[config.mk]
export PLATFORM = sky130hd
export DESIGN_NAME = mc_compare
export DESIGN_NICKNAME = d
export VERILOG_FILES = /design/src/rtl/mc_pkg.sv /design/src/rtl/mc_role.sv /design/src/rtl/mc_cmp.sv /design/src/rtl/mc_hold.sv /design/src/rtl/mc_compare.sv
export SDC_FILE = /design/constraint.sdc
export NUM_CORES = 1
export LEC_CHECK = 0
export BUFFER_PORTS_ARGS = -buffer_cell sky130_fd_sc_hd__buf_2
export CAP_MARGIN = 20
export CELL_PAD_IN_SITES_DETAIL_PLACEMENT = 1
export CELL_PAD_IN_SITES_GLOBAL_PLACEMENT = 2
export CORE_MARGIN = 4
export CORE_UTILIZATION = 17
export DETAILED_ROUTE_END_ITERATION = 10
export PLACE_DENSITY = 0.79
export SLEW_MARGIN = 15
export SYNTH_ARGS = -nofsm -noshare
export SYNTH_HDL_FRONTEND = slang
export SYNTH_SLANG_ARGS = --single-unit
[constraint.sdc]
create_clock -name clk -period 0.8 [get_ports clk]
set_clock_uncertainty 0.1 [all_clocks]
set_input_delay 0.04 -clock clk [delete_from_list [all_inputs] [get_ports clk]]
set_output_delay 0.04 -clock clk [all_outputs]
set_load 0.02 [all_outputs]
[src/rtl/mc_pkg.sv]
`timescale 1ns/1ps
package mc_pkg;
  typedef enum logic {
    ROLE_CHECKER = 1'b0,
    ROLE_MASTER  = 1'b1
  } role_e;
endpackage

[src/rtl/mc_role.sv]
`timescale 1ns/1ps
module mc_role
  import mc_pkg::*;
(
  input  logic clk,
  input  logic rst_n,
  input  logic init_stb,
  input  logic init_role,
  input  logic sw_role_flip,
  output logic is_master,
  output logic armed
);
  role_e role_q, role_d;
  logic  armed_q, armed_d;

  always_comb begin
    role_d  = role_q;
    armed_d = armed_q;
    if (init_stb) begin
      role_d  = init_role ? ROLE_MASTER : ROLE_CHECKER;
      armed_d = 1'b1;
    end
  end

  always_ff @(posedge clk or negedge rst_n) begin
    if (!rst_n) begin
      role_q  <= ROLE_CHECKER;
      armed_q <= 1'b0;
    end else begin
      role_q  <= role_d;
      armed_q <= armed_d;
    end
  end

  assign is_master = (role_q == ROLE_MASTER) ^ sw_role_flip;
  assign armed     = armed_q;
endmodule

[src/rtl/mc_cmp.sv]
`timescale 1ns/1ps
module mc_cmp #(
  parameter int DATA_W = 16,
  parameter int CTL_W  = 3,
  parameter int CHK_W  = 2
) (
  input  logic              is_master,
  input  logic              armed,
  input  logic              grant,
  input  logic              bus_off,
  input  logic              int_req,
  input  logic [DATA_W-1:0] int_data,
  input  logic [CTL_W-1:0]  int_ctl,
  input  logic [CHK_W-1:0]  int_chk,
  input  logic              pin_req,
  input  logic [DATA_W-1:0] pin_data,
  input  logic [CTL_W-1:0]  pin_ctl,
  input  logic [CHK_W-1:0]  pin_chk,
  output logic              mismatch
);
  localparam int BUS_W = DATA_W + CTL_W + CHK_W;

  logic [BUS_W-1:0] own_vec, seen_vec, diff_vec;
  logic             req_diff, bus_diff, bus_gate;

  assign own_vec  = {int_data, int_ctl, int_chk};
  assign seen_vec = {pin_data, pin_ctl, pin_chk};

  for (genvar b = 0; b < BUS_W; b++) begin : g_bit
    assign diff_vec[b] = own_vec[b] ^ seen_vec[b];
  end

  always_comb begin
    req_diff = int_req ^ pin_req;
    bus_gate = grant & ~bus_off;
    bus_diff = bus_gate & (|diff_vec);
    mismatch = armed & ~is_master & (req_diff | bus_diff);
  end
endmodule

[src/rtl/mc_hold.sv]
`timescale 1ns/1ps
module mc_hold #(
  parameter int HOLD_CYC = 3
) (
  input  logic clk,
  input  logic rst_n,
  input  logic rx_vld,
  input  logic kill,
  output logic data_ok
);
  logic [HOLD_CYC-1:0] stg_q, stg_d;

  always_comb begin
    stg_d[0] = rx_vld & ~kill;
    for (int i = 1; i < HOLD_CYC; i++) begin
      stg_d[i] = stg_q[i-1] & ~kill;
    end
  end

  always_ff @(posedge clk or negedge rst_n) begin
    if (!rst_n) stg_q <= '0;
    else        stg_q <= stg_d;
  end

  assign data_ok = stg_q[HOLD_CYC-1];


  ok_clean_chk: assert property (@(posedge clk) disable iff (!rst_n)
    data_ok |-> $past(!kill));
endmodule

[src/rtl/mc_compare.sv]
`timescale 1ns/1ps
module mc_compare #(
  parameter int DATA_W   = 16,
  parameter int CTL_W    = 3,
  parameter int CHK_W    = 2,
  parameter int HOLD_CYC = 3
) (
  input  logic              clk,
  input  logic              rst_n,
  input  logic              init_stb,
  input  logic              init_role,
  input  logic              sw_role_flip,
  input  logic              sw_bus_chk_off,
  input  logic              sw_sticky_clr,
  input  logic              int_grant,
  input  logic              int_req,
  input  logic [DATA_W-1:0] int_data,
  input  logic [CTL_W-1:0]  int_ctl,
  input  logic [CHK_W-1:0]  int_chk,
  input  logic              pin_req,
  input  logic [DATA_W-1:0] pin_data,
  input  logic [CTL_W-1:0]  pin_ctl,
  input  logic [CHK_W-1:0]  pin_chk,
  input  logic              rx_word_vld,
  output logic              drv_en_req,
  output logic              drv_en_bus,
  output logic              mis_err,
  output logic              mis_sticky,
  output logic              data_ok
);
  logic [1:0] rst_sync_q;
  logic       rst_s;
  logic       is_master, armed, mismatch;
  logic       err_d, sticky_d;
  logic       err_q, sticky_q;

  always_ff @(posedge clk or negedge rst_n) begin
    if (!rst_n) rst_sync_q <= 2'b00;
    else        rst_sync_q <= {rst_sync_q[0], 1'b1};
  end
  assign rst_s = rst_sync_q[1];

  mc_role i_role (
    .clk          (clk),
    .rst_n        (rst_s),
    .init_stb     (init_stb),
    .init_role    (init_role),
    .sw_role_flip (sw_role_flip),
    .is_master    (is_master),
    .armed        (armed)
  );

  mc_cmp #(.DATA_W(DATA_W), .CTL_W(CTL_W), .CHK_W(CHK_W)) i_cmp (
    .is_master (is_master),
    .armed     (armed),
    .grant     (int_grant),
    .bus_off   (sw_bus_chk_off),
    .int_req   (int_req),
    .int_data  (int_data),
    .int_ctl   (int_ctl),
    .int_chk   (int_chk),
    .pin_req   (pin_req),
    .pin_data  (pin_data),
    .pin_ctl   (pin_ctl),
    .pin_chk   (pin_chk),
    .mismatch  (mismatch)
  );

  mc_hold #(.HOLD_CYC(HOLD_CYC)) i_hold (
    .clk     (clk),
    .rst_n   (rst_s),
    .rx_vld  (rx_word_vld),
    .kill    (mismatch),
    .data_ok (data_ok)
  );

  always_comb begin
    err_d    = mismatch;
    sticky_d = sticky_q;
    if (sw_sticky_clr) sticky_d = 1'b0;
    if (mismatch)      sticky_d = 1'b1;
  end

  always_ff @(posedge clk or negedge rst_s) begin
    if (!rst_s) begin
      err_q    <= 1'b0;
      sticky_q <= 1'b0;
    end else begin
      err_q    <= err_d;
      sticky_q <= sticky_d;
    end
  end

  assign mis_err    = err_q;
  assign mis_sticky = sticky_q;
  assign drv_en_req = is_master;
  assign drv_en_bus = is_master & int_grant;


  sticky_set_chk: assert property (@(posedge clk) disable iff (!rst_s)
    mis_err |-> mis_sticky);

  master_quiet_chk: assert property (@(posedge clk) disable iff (!rst_s)
    $past(drv_en_req) |-> !mis_err);

  nogrant_chk: assert property (@(posedge clk) disable iff (!rst_s)
    $past(!int_grant && (int_req == pin_req)) |-> !mis_err);

  unarmed_chk: assert property (@(posedge clk) disable iff (!rst_s)
    $past(!armed) |-> !mis_err);

  nodrive_chk: assert property (@(posedge clk) disable iff (!rst_s)
    drv_en_bus |-> drv_en_req);
endmodule

==> flow_summary_export.csv, run 1 <==
group,metric,value,unit
route,highest_layer,"met4",
floorplan,die-area,0.00480,mm^2
outcome,status,"finished, violations left",
placed_design,io_buffers,57,
route,wl_met3,189,um
clock_tree,cts_max_level,1,
worst_setup_path,reg2reg_slack,-0.47,ns
clock_tree,clk_pin_slew,0.05,ns
clock_tree,root_buffer,"clkbuf_8",
sta,rsz0062_at_grt,"true",
floorplan,die_x,69.3,um
pwr,combPwrFrac,34.4,%
cells_and_area,final_common_cell,"buf_2",
route,drt_iter0_markers,10,
sta,final_hold_viol_count,4,
yosys,syn_area_per_cell,10.6,um^2
sta,fin_crit,1.27,ns
global_routing,grt_pass1_vias,818,
yosys,synthCells,60,
yosys,synth_top_area_cell,"dfrtp_1",
route,final_antenna_net_count,0,
yosys,yosysWarnings,0,
global_routing,grt_antenna_before_repair,0,
worst_setup_path,crit_path_end,"mis_sticky",
placed_design,gp_congestion,0.740,
route,drc_errors,0,
worst_setup_path,r2r-start,"i_role.role_q",
route,wl_met1,658,um
pwr,cellPowerDensity,1420,mW/mm^2
cells_and_area,final_util,32.3,%
worst_setup_path,crit_path_end_kind,"flip-flop",
worst_hold_path,worst_hold_path_type,"primary input to flip-flop",
floorplan,core-area,0.00347,mm^2
pwr,p_sw_share,28.1,%
clock_tree,ctsHoldBuffers,1,
worst_setup_path,cp-start-kind,"flip-flop",
worst_setup_path,crit_path_max_fanout,6,
sta,period_share,159,%
pwr,ir_drop,0.362,mV
cells_and_area,diodes,0,
placed_design,dp_hpwl,1760,um
worst_setup_path,required,0.78,ns
route,dr.pass1.iters,4,
pwr,power_frac_clock,32.0,%
clock_tree,cts_buffer_depth,2,
clock_tree,cts_tree,"done",
cells_and_area,final_nets,181,
yosys,synth_cell_types,21,
sta,fin_ws,-0.473,ns
sta,final_max_slew_viol_count,0,
route,dr_wl_met2,1070,um
global_routing,grt_max_degree,8,
yosys,ys_seq_elements,9,
floorplan,die_h,69.3,um
route,routed_wl,1950,um
yosys,yosysSeqAreaShare,35.3,%
yosys,syn-cell-area,638,um^2
cells_and_area,final_cell_mix,"buf_2 (52), xor2_1 (22), dfrtp_1 (9)",
pwr,leakagePower,0.560,nW
floorplan,num_io_pins,58,
pwr,intPower,1.15,mW
global_routing,overflow,0,
floorplan,initial_core_util,18.4,%
cells_and_area,drive_above_1_share,58.3,%
pwr,pwr-share-seq,33.6,%
clock_tree,cts_buffers,3,
cells_and_area,area_growth,75.7,%
worst_setup_path,critPathKind,"flip-flop to flip-flop",
sta,setup-violations-final,12,
worst_setup_path,r2r_end,"mis_sticky",
clock_tree,clock_sinks,9,
route,viasPerCell,4.08,
outcome,failed_checks,"negative hold slack, negative setup slack",
route,vias,706,
worst_setup_path,r2r_cells,4,
route,routedWlPerCell,11.3,um
yosys,syn_nets,113,
clock_tree,insertion_delay,0.23,ns
yosys,synth_top_area_share,35.3,%
sta,fin_tns_setup,-3.52,ns
floorplan,row_count,21,
flow_run,maxCapViolCount,0,
sta,hold_ws,-0.0546,ns
pwr,switchingPower,0.448,mW
global_routing,grt_use_total,8.39,%
global_routing,grt_pass1_wl,3340,um
yosys,ys_top_cells_by_area,"dfrtp_1 (35%), xor2_1 (30%), nor4_4 (6.7%)",
sta,fmax,785,MHz
worst_setup_path,cp-startpoint,"i_role.role_q",
worst_setup_path,crit_arrival,1.25,ns
## layout make-up
cell class	count	area, um^2
well taps	46	57.6
clock buffers	4	45.0
fillers	430	2350
repair buffers	63	364
flip-flops and latches	9	225
inverters	2	7.51
multi-input cells	49	422
## logic make-up (layout without fill, tap and decap cells)
group,count (synthesis),after routing,share of synthesized area [%]
AO/OA/AOI/OAI,7,7,7.06
XOR/XNOR,23,23,31.6
buffers and inverters,2,69,1.18
flip-flops,9,9,35.3
multiplexers,1,1,1.76
other,1,1,0.588
AND/OR/NAND/NOR,17,17,22.6
## per-layer routing
metal / up-vias / global-route usage, %
met5: - / 0
met4: 0 / 5.21
met3: 2 / 1.59
met2: 38 / 15.1
met1: 327 / 8.86
li1: 339 / -
## synth_stat cells
cell type	number
a21o_1	1
a31oi_1	1
and2_1	1
and4_1	1
conb_1	1
dfrtp_1	9
inv_1	2
mux2_2	1
nand2_1	3
nand3_1	3
nand4_1	1
nor2_1	1
nor2b_1	1
nor4_2	3
nor4_4	2
o211ai_1	1
o21ai_1	3
o221ai_1	1
or2_2	1
xnor2_1	1
xor2_1	22
## worst max-delay path, cell delays in order, from the launching register on
cell and delay, ns:
dfrtp_1 0.40, xnor2_2 0.15, o211ai_1 0.23, a21o_1 0.13, o221ai_1 0.10
## metrics by stage
step | std cells | setup slack (ns) | power (mW) | instance area, um^2
2_1_floorplan | 60 | -0.339 | 0.774 | 641
3_3_place_gp | 165 | -0.475 | 0.984 | 998
3_5_place_dp | 165 | -0.515 | 1.00 | 998
4_1_cts | 172 | -0.495 | 1.62 | 1110
5_1_grt | 173 | -0.559 | 1.71 | 1120
6_report | 173 | -0.473 | 1.60 | 1120
## power groups by stage
| stage | clock network, mW | registers, mW | logic (mW) |
|---|---|---|---|
| floorplan | 0 | 0.561 | 0.213 |
| global placement | 0 | 0.532 | 0.452 |
| detailed placement | 0 | 0.538 | 0.466 |
| CTS | 0.536 | 0.539 | 0.549 |
| global route | 0.565 | 0.543 | 0.603 |
| finish | 0.510 | 0.537 | 0.549 |
## state kept, by name (all words and copies together) (netlist names)
register and count:
i_hold.stg_q 3, i_role.armed 1, i_role.role_q 1, mis_err 1, mis_sticky 1, rst_sync_q 2
## worst min-delay path by stage
stage,startpoint,end,slack (ns),cells after the start
after floorplan,rst_n,rst_sync_q[0],-0.36,0
after global placement,rst_n,rst_sync_q[1],-0.27,1
after detailed placement,rst_n,rst_sync_q[0],-0.27,1
after CTS,init_role,i_role.role_q,-0.06,2
after global routing,init_role,i_role.role_q,-0.06,2
final,init_role,i_role.role_q,-0.05,2
## repair_timing
item                                    CTS  global route
hold endpoints to repair                  6             3
endpoints found under the setup margin   12            12
gates resized for setup                  13             0
pin swaps                                 5             4
setup buffers                             2             1
Note: power is estimated with default switching activity, not from simulation.
==> run 2: changes to the inputs <==
--- a/config.mk
+++ b/config.mk
@@ -5,14 +5,15 @@
 export SDC_FILE = /design/constraint.sdc
 export NUM_CORES = 1
 export LEC_CHECK = 0
+export ABC_AREA = 1
 export BUFFER_PORTS_ARGS = -buffer_cell sky130_fd_sc_hd__buf_2
 export CAP_MARGIN = 20
 export CELL_PAD_IN_SITES_DETAIL_PLACEMENT = 1
 export CELL_PAD_IN_SITES_GLOBAL_PLACEMENT = 2
 export CORE_MARGIN = 4
-export CORE_UTILIZATION = 17
+export CORE_UTILIZATION = 15
 export DETAILED_ROUTE_END_ITERATION = 10
-export PLACE_DENSITY = 0.79
+export PLACE_DENSITY = 0.78
 export SLEW_MARGIN = 15
 export SYNTH_ARGS = -nofsm -noshare
 export SYNTH_HDL_FRONTEND = slang
==> flow_summary_export.csv, run 2 <==
group,metric,value,unit
floorplan,core-area,0.00482,mm^2
worst_setup_path,slowest_delay,0.40,ns
worst_setup_path,crit_path_max_fanout,2,
floorplan,die_x,79.1,um
clock_tree,insertion_delay,0.23,ns
pwr,leakagePower,0.842,nW
cells_and_area,drive_above_1_share,33.2,%
global_routing,grt_pass1_vias,982,
global_routing,top_usage_layer,"met2",
yosys,synth_top_area_share,29.7,%
route,vias,951,
placed_design,dp_hpwl,2030,um
yosys,syn_area_per_cell,5.34,um^2
worst_setup_path,cp-start-kind,"flip-flop",
yosys,synthXorXnorAreaFrac,5.78,%
cells_and_area,final_cell_mix,"nand2_1 (56), buf_2 (52), inv_1 (38)",
route,final_antenna_net_count,0,
sta,hold_ws,0.0134,ns
pwr,switchingPower,0.462,mW
sta,rsz0062_at_grt,"true",
pwr,intPower,1.12,mW
clock_tree,cts_buffers,3,
global_routing,grt_pass1_wl,3860,um
yosys,syn-cell-area,758,um^2
yosys,synth_cell_types,9,
worst_setup_path,crit_arrival,1.04,ns
cells_and_area,area_growth,68.5,%
route,dr.pass1.iters,4,
yosys,yosysMostFrequentCell,"nand2_1",
worst_hold_path,worst_hold_path_type,"flip-flop to asynchronous set/reset pin",
global_routing,overflow,0,
pwr,cellPowerDensity,1240,mW/mm^2
route,routedWlPerCell,8.30,um
worst_setup_path,crit_path_end_kind,"output port",
global_routing,grt_max_degree,8,
route,viasPerCell,3.46,
clock_tree,root_buffer,"clkbuf_8",
placed_design,dp_slack,-0.425,ns
yosys,synth_compound_area_share,1.98,%
placed_design,io_buffers,57,
sta,final_max_slew_viol_count,0,
yosys,synth_top_area_cell,"dfrtp_1",
global_routing,grt.met1_usage,8.17,%
worst_setup_path,path_cells,"xnor2_2, inv_2, buf_2",
cells_and_area,largest_reg_flops,3,
yosys,ys.flop_type,"dfrtp_1",
sta,fin_crit,1.18,ns
yosys,ys_seq_elements,9,
cells_and_area,nFillCells,660,
placed_design,gp_congestion,0.645,
global_routing,grt_antenna_before_repair,0,
yosys,synth_top_family_by_area,"simple AND/OR/NAND/NOR gates",
global_routing,use_met2,14.4,%
cells_and_area,final_nets,262,
global_routing,use_met3,2.83,%
yosys,synthAdderAreaFrac,0,%
route,drt_iter0_markers,6,
floorplan,row_count,25,
clock_tree,cts_max_level,1,
clock_tree,clock_sinks,9,
cells_and_area,final_common_cell,"nand2_1",
pwr,ir_drop,0.979,mV
sta,fmax,848,MHz
worst_setup_path,critPathKind,"flip-flop to output port",
cells_and_area,final_util,26.5,%
floorplan,die_h,79.1,um
worst_setup_path,worst-path-buf-inv,2,
pwr,power_frac_clock,32.0,%
sta,fin_tns_setup,-2.58,ns
flow_run,maxCapViolCount,0,
worst_setup_path,critPathSlowestCell,"dfrtp_1",
yosys,syn_nets,195,
outcome,failed_checks,"negative setup slack",
sta,fin_ws,-0.379,ns
yosys,synth-simple-area-share,42.2,%
yosys,synthCells,142,
yosys,yosysSeqAreaShare,29.7,%
sta,setup-violations-final,10,
sta,final_hold_viol_count,0,
yosys,muxShareOfSynthArea,0,%
floorplan,initial_core_util,15.7,%
yosys,synth_edf_count,0,
yosys,synthTopCellsByCount,"nand2_1 (57), inv_1 (40), nor2_1 (24)",
yosys,async_flop_share,100,%
yosys,ys_top_cells_by_area,"dfrtp_1 (30%), nand2_1 (28%), inv_1 (20%)",
route,drc_errors,0,
cells_and_area,diodes,0,
floorplan,die-area,0.00626,mm^2
floorplan,num_io_pins,58,
worst_setup_path,required,0.66,ns
global_routing,grt_use_total,7.61,%
sta,period_share,147,%
clock_tree,clk_pin_slew,0.04,ns
pwr,combPwrFrac,34.6,%
cells_and_area,largest_register,"i_hold.stg_q",
pwr,pwr-share-seq,33.4,%
worst_setup_path,crit_family,"flip-flops",
pwr,p_sw_share,29.1,%
route,routed_wl,2280,um
outcome,status,"finished, violations left",
yosys,yosysWarnings,0,
clock_tree,cts_tree,"done",
clock_tree,cts_buffer_depth,2,
cells_and_area,reg_top3,"i_hold.stg_q (3), rst_sync_q (2)",
[run 2: changes by cell type in the layout (fill, tap and decap cells not counted), sizes merged, moves of 3 or more]
| cell | delta |
|---|---|
| nand2 | +55 |
| inv | +38 |
| nor2 | +23 |
| xor2 | -22 |
| buf | -5 |
| nor4 | -5 |
| xnor2 | +4 |
| a21oi | +3 |
| dlygate4sd3 | +3 |
| o21ai | -3 |
[run 2: path summary, 6_finish.rpt]
| kind | startpoint | endpoint | slack, ns | cells past startpoint |
|---|---|---|---|---|
| setup / recovery | i_role.role_q | drv_en_req | -0.38 | 3 |
| max in group asynchronous | rst_sync_q[1] | i_hold.stg_q[0] | 0.36 | 0 |
| setup reg to reg | i_role.role_q | i_hold.stg_q[0] | -0.33 | 4 |
| min in group clk | init_role | i_role.role_q | 0.09 | 4 |
| hold reg to reg | rst_sync_q[1] | mis_err | 0.01 | 0 |
| hold / removal | rst_sync_q[1] | mis_err | 0.01 | 0 |
[run 2: through the flow]
stage | total power, mW | instance area [um^2] | std cells
2_1_floorplan | 0.776 | 773 | 142
3_3_place_gp | 0.997 | 1140 | 266
3_5_place_dp | 1.01 | 1140 | 266
4_1_cts | 1.60 | 1270 | 275
5_1_grt | 1.73 | 1280 | 275
6_report | 1.58 | 1280 | 275
[run 2: kinds of logic (layout without fill, tap and decap cells)]
family	count (synthesis)	count (layout)
buffers and inverters	40	106
other	1	1
DFF	9	9
AOI/OAI and AO/OA	3	3
and+or+nand+nor	84	84
xor gates and xnor gates	5	5
[run 2: area by class of cell]
class | count | area (um^2) | area share, %
flip-flops and latches | 9 | 225 | 17.6
multi-input cells | 93 | 412 | 32.2
clock buffers | 4 | 45.0 | 3.53
repair buffers | 62 | 362 | 28.3
inverters | 40 | 150 | 11.8
well taps | 67 | 83.8 | 6.56
[run 2: power groups by stage]
stage	combinational, mW	sequential [mW]	clock [mW]
after global routing	0.623	0.535	0.576
after detailed placement	0.476	0.530	0
after global placement	0.467	0.530	0
after CTS	0.537	0.530	0.528
final	0.547	0.530	0.507
after floorplan	0.222	0.554	0
[run 2: worst reg2reg max path, stage by stage, from the launching register on]
cell     delay (ns)
dfrtp_1        0.40
xnor2_2        0.18
inv_2          0.07
nor2_4         0.18
a21oi_2        0.08
[run 2: what timing repair did]
action                                 in CTS  in global routing
hold buffers                                5                  0
setup endpoints to repair                  10                 12
gates resized for setup                    10                  3
endpoints found under the hold margin       6                  0
buffers inserted                            0                  1
pin swaps                                   2                  2
[run 2: routing by layer]
| layer | wire length (um) | up-vias | part of all wire, % |
|---|---|---|---|
| li1 | - | 523 | - |
| met1 | 904 | 394 | 40 |
| met2 | 1180 | 34 | 52 |
| met3 | 198 | 0 | 8.7 |
| met5 | 0 | - | 0 |
| met4 | 0 | 0 | 0 |
==> run 3: changes to the inputs <==
--- a/config.mk
+++ b/config.mk
@@ -13,8 +13,9 @@
 export CORE_MARGIN = 4
 export CORE_UTILIZATION = 15
 export DETAILED_ROUTE_END_ITERATION = 10
-export PLACE_DENSITY = 0.78
+export PLACE_DENSITY = 0.79
 export SLEW_MARGIN = 15
 export SYNTH_ARGS = -nofsm -noshare
 export SYNTH_HDL_FRONTEND = slang
+export SYNTH_HIERARCHICAL = 1
 export SYNTH_SLANG_ARGS = --single-unit
==> flow_summary_export.csv, run 3 <==
group,metric,value,unit
cells_and_area,area_growth,66.8,%
global_routing,grt_pass1_vias,1018,
pwr,switchingPower,0.442,mW
clock_tree,cts_buffers,3,
yosys,ys_top_cells_by_area,"dfrtp_1 (30%), nand2_1 (30%), inv_1 (21%)",
yosys,async_flop_share,100,%
yosys,yosysWarnings,6,
yosys,synth_cell_types,9,
clock_tree,cts_buffer_depth,2,
route,wl_met1,919,um
global_routing,grt_use_total,7.81,%
route,drc_errors,0,
clock_tree,ctsHoldBuffers,4,
yosys,syn_area_per_cell,5.26,um^2
clock_tree,root_buffer,"clkbuf_8",
route,vias,970,
worst_setup_path,crit_path_max_fanout,3,
floorplan,num_io_pins,58,
sta,fin_tns_setup,-2.40,ns
worst_setup_path,crit_arrival,1.09,ns
cells_and_area,final_common_cell,"nand2_1",
yosys,synthTopCellsByCount,"nand2_1 (60), inv_1 (42), nor2_1 (25)",
outcome,failed_checks,"negative hold slack, negative setup slack",
route,routed_wl,2250,um
yosys,synthCells,145,
sta,final_max_slew_viol_count,0,
floorplan,die-area,0.00628,mm^2
cells_and_area,diodes,0,
worst_setup_path,critPathKind,"flip-flop to output port",
yosys,synth_edf_count,0,
route,wl_met3,202,um
worst_setup_path,crit_path_end_kind,"output port",
pwr,leakagePower,0.840,nW
pwr,intPower,1.10,mW
floorplan,die_x,79.3,um
clock_tree,cts_tree,"done",
global_routing,overflow,0,
cells_and_area,finalInstanceArea,0.00127,mm^2
pwr,pwr-share-seq,33.8,%
floorplan,initial_core_util,15.8,%
yosys,yosysMostFrequentCell,"nand2_1",
sta,hold_ws,-0.0747,ns
worst_setup_path,cp-start-kind,"flip-flop",
yosys,synth_top_area_cell,"dfrtp_1",
cells_and_area,nFillCells,670,
route,drt_iter0_markers,4,
cells_and_area,drive_above_1_share,31.0,%
sta,setup-violations-final,10,
yosys,ys_seq_elements,9,
sta,rsz0062_at_grt,"true",
route,highest_layer,"met4",
sta,fmax,811,MHz
yosys,syn-cell-area,762,um^2
pwr,power_frac_clock,33.8,%
worst_setup_path,crit_top_cell,"buf_6",
route,dr.pass1.iters,4,
cells_and_area,final_nets,264,
sta,fin_crit,1.23,ns
pwr,ir_drop,0.449,mV
sta,fin_ws,-0.434,ns
sta,final_hold_viol_count,2,
global_routing,grt_pass1_wl,3860,um
clock_tree,cts_setup_buffers,0,
sta,period_share,154,%
route,dr_wl_met2,1080,um
placed_design,gp_congestion,0.673,
yosys,yosysSeqAreaShare,29.6,%
pwr,cellPowerDensity,1210,mW/mm^2
placed_design,dpl_cell_area,0.00114,mm^2
outcome,status,"finished, violations left",
clock_tree,insertion_delay,0.23,ns
cells_and_area,reg_top3,"i_hold/stg_q (3), rst_sync_q (2)",
floorplan,die_h,79.3,um
worst_setup_path,worst-path-buf-inv,4,
worst_setup_path,required,0.66,ns
floorplan,core-area,0.00482,mm^2
placed_design,io_buffers,57,
cells_and_area,final_cell_mix,"nand2_1 (57), buf_2 (52), inv_1 (41)",
yosys,synth_top_area_share,29.6,%
worst_hold_path,worst_hold_path_type,"primary input to flip-flop",
route,viasPerCell,3.50,
yosys,ys.flop_type,"dfrtp_1",
pwr,p_sw_share,28.7,%
placed_design,dp_hpwl,2050,um
global_routing,grt_max_degree,8,
clock_tree,cts_max_level,1,
worst_setup_path,path_cells,"inv_1, nand2_1, nand2_2, buf_6, nand2_4, inv_2, buf_6",
cells_and_area,largest_register,"i_hold/stg_q",
worst_setup_path,crit_family,"flip-flops",
worst_setup_path,slowest_delay,0.39,ns
floorplan,row_count,25,
cells_and_area,largest_reg_flops,3,
yosys,syn_nets,198,
flow_run,maxCapViolCount,0,
pwr,combPwrFrac,32.4,%
route,final_antenna_net_count,0,
cells_and_area,final_util,26.4,%
route,routedWlPerCell,8.13,um
clock_tree,clock_sinks,9,
worst_setup_path,critPathSlowestCell,"dfrtp_1",
clock_tree,clk_pin_slew,0.04,ns
global_routing,grt_antenna_before_repair,0,
==> run 3: metal layers <==
metal | vias up | GRT usage (%)
met4 | 0 | 4.12
met2 | 35 | 13.4
met3 | 5 | 2.38
li1 | 524 | -
met5 | - | 0
met1 | 406 | 8.61
==> run 3: power by group through the flow <==
stage               registers, mW  clock network (mW)  logic [mW]
finish                      0.521               0.521       0.499
floorplan                   0.545                   0       0.201
CTS                         0.523               0.541       0.502
detailed placement          0.524                   0       0.451
global route                0.527               0.560       0.576
global placement            0.522                   0       0.439
==> run 3: cell families (layout without fill, tap and decap cells) <==
group	count (synthesis)	in the layout	synth area share, %
DFF	9	9	29.6
and+or+nand+nor	88	88	44.0
buffers and inverters	42	107	20.7
AOI/OAI and AO/OA	1	1	0.656
xor gates and xnor gates	4	4	4.60
other	1	1	0.492
==> run 3: timing repair <==
item / in CTS / in global routing
pin swaps: 4 / 2
resized for setup: 10 / 3
hold endpoints to repair: 6 / 2
endpoints found under the setup margin: 11 / 12
==> run 3: final timing paths <==
path,start,to,slack (ns),depth (start not counted)
max,i_role/role_q,drv_en_bus,-0.43,7
min,init_stb,i_role/armed,-0.07,2
max reg2reg,i_role/role_q,i_hold/stg_q[0],-0.29,7
min reg2reg,rst_sync_q[1],i_role/role_q,0.01,0
max in group asynchronous,rst_sync_q[1],i_hold/stg_q[2],0.38,0
min in group asynchronous,rst_sync_q[1],i_role/role_q,0.01,0
==> run 3: layout make-up <==
type / instances / area [um^2] / area share (%)
Clock buffer: 4 / 45.0 / 3.54
Inverter: 42 / 158 / 12.4
Multi-Input combinational cell: 94 / 403 / 31.7
Sequential cell: 9 / 225 / 17.7
Tap cell: 67 / 83.8 / 6.59
Timing Repair Buffer: 61 / 357 / 28.1
==> run 3: metrics by stage <==
step / cells / hold slack [ns] / setup WS (ns) / power, mW
6_report: 277 / -0.0747 / -0.434 / 1.54
5_1_grt: 277 / -0.0590 / -0.528 / 1.66
4_1_cts: 278 / -0.0801 / -0.478 / 1.57
3_5_place_dp: 270 / -0.273 / -0.389 / 0.975
3_3_place_gp: 270 / -0.275 / -0.386 / 0.961
2_1_floorplan: 145 / -0.356 / -0.293 / 0.745
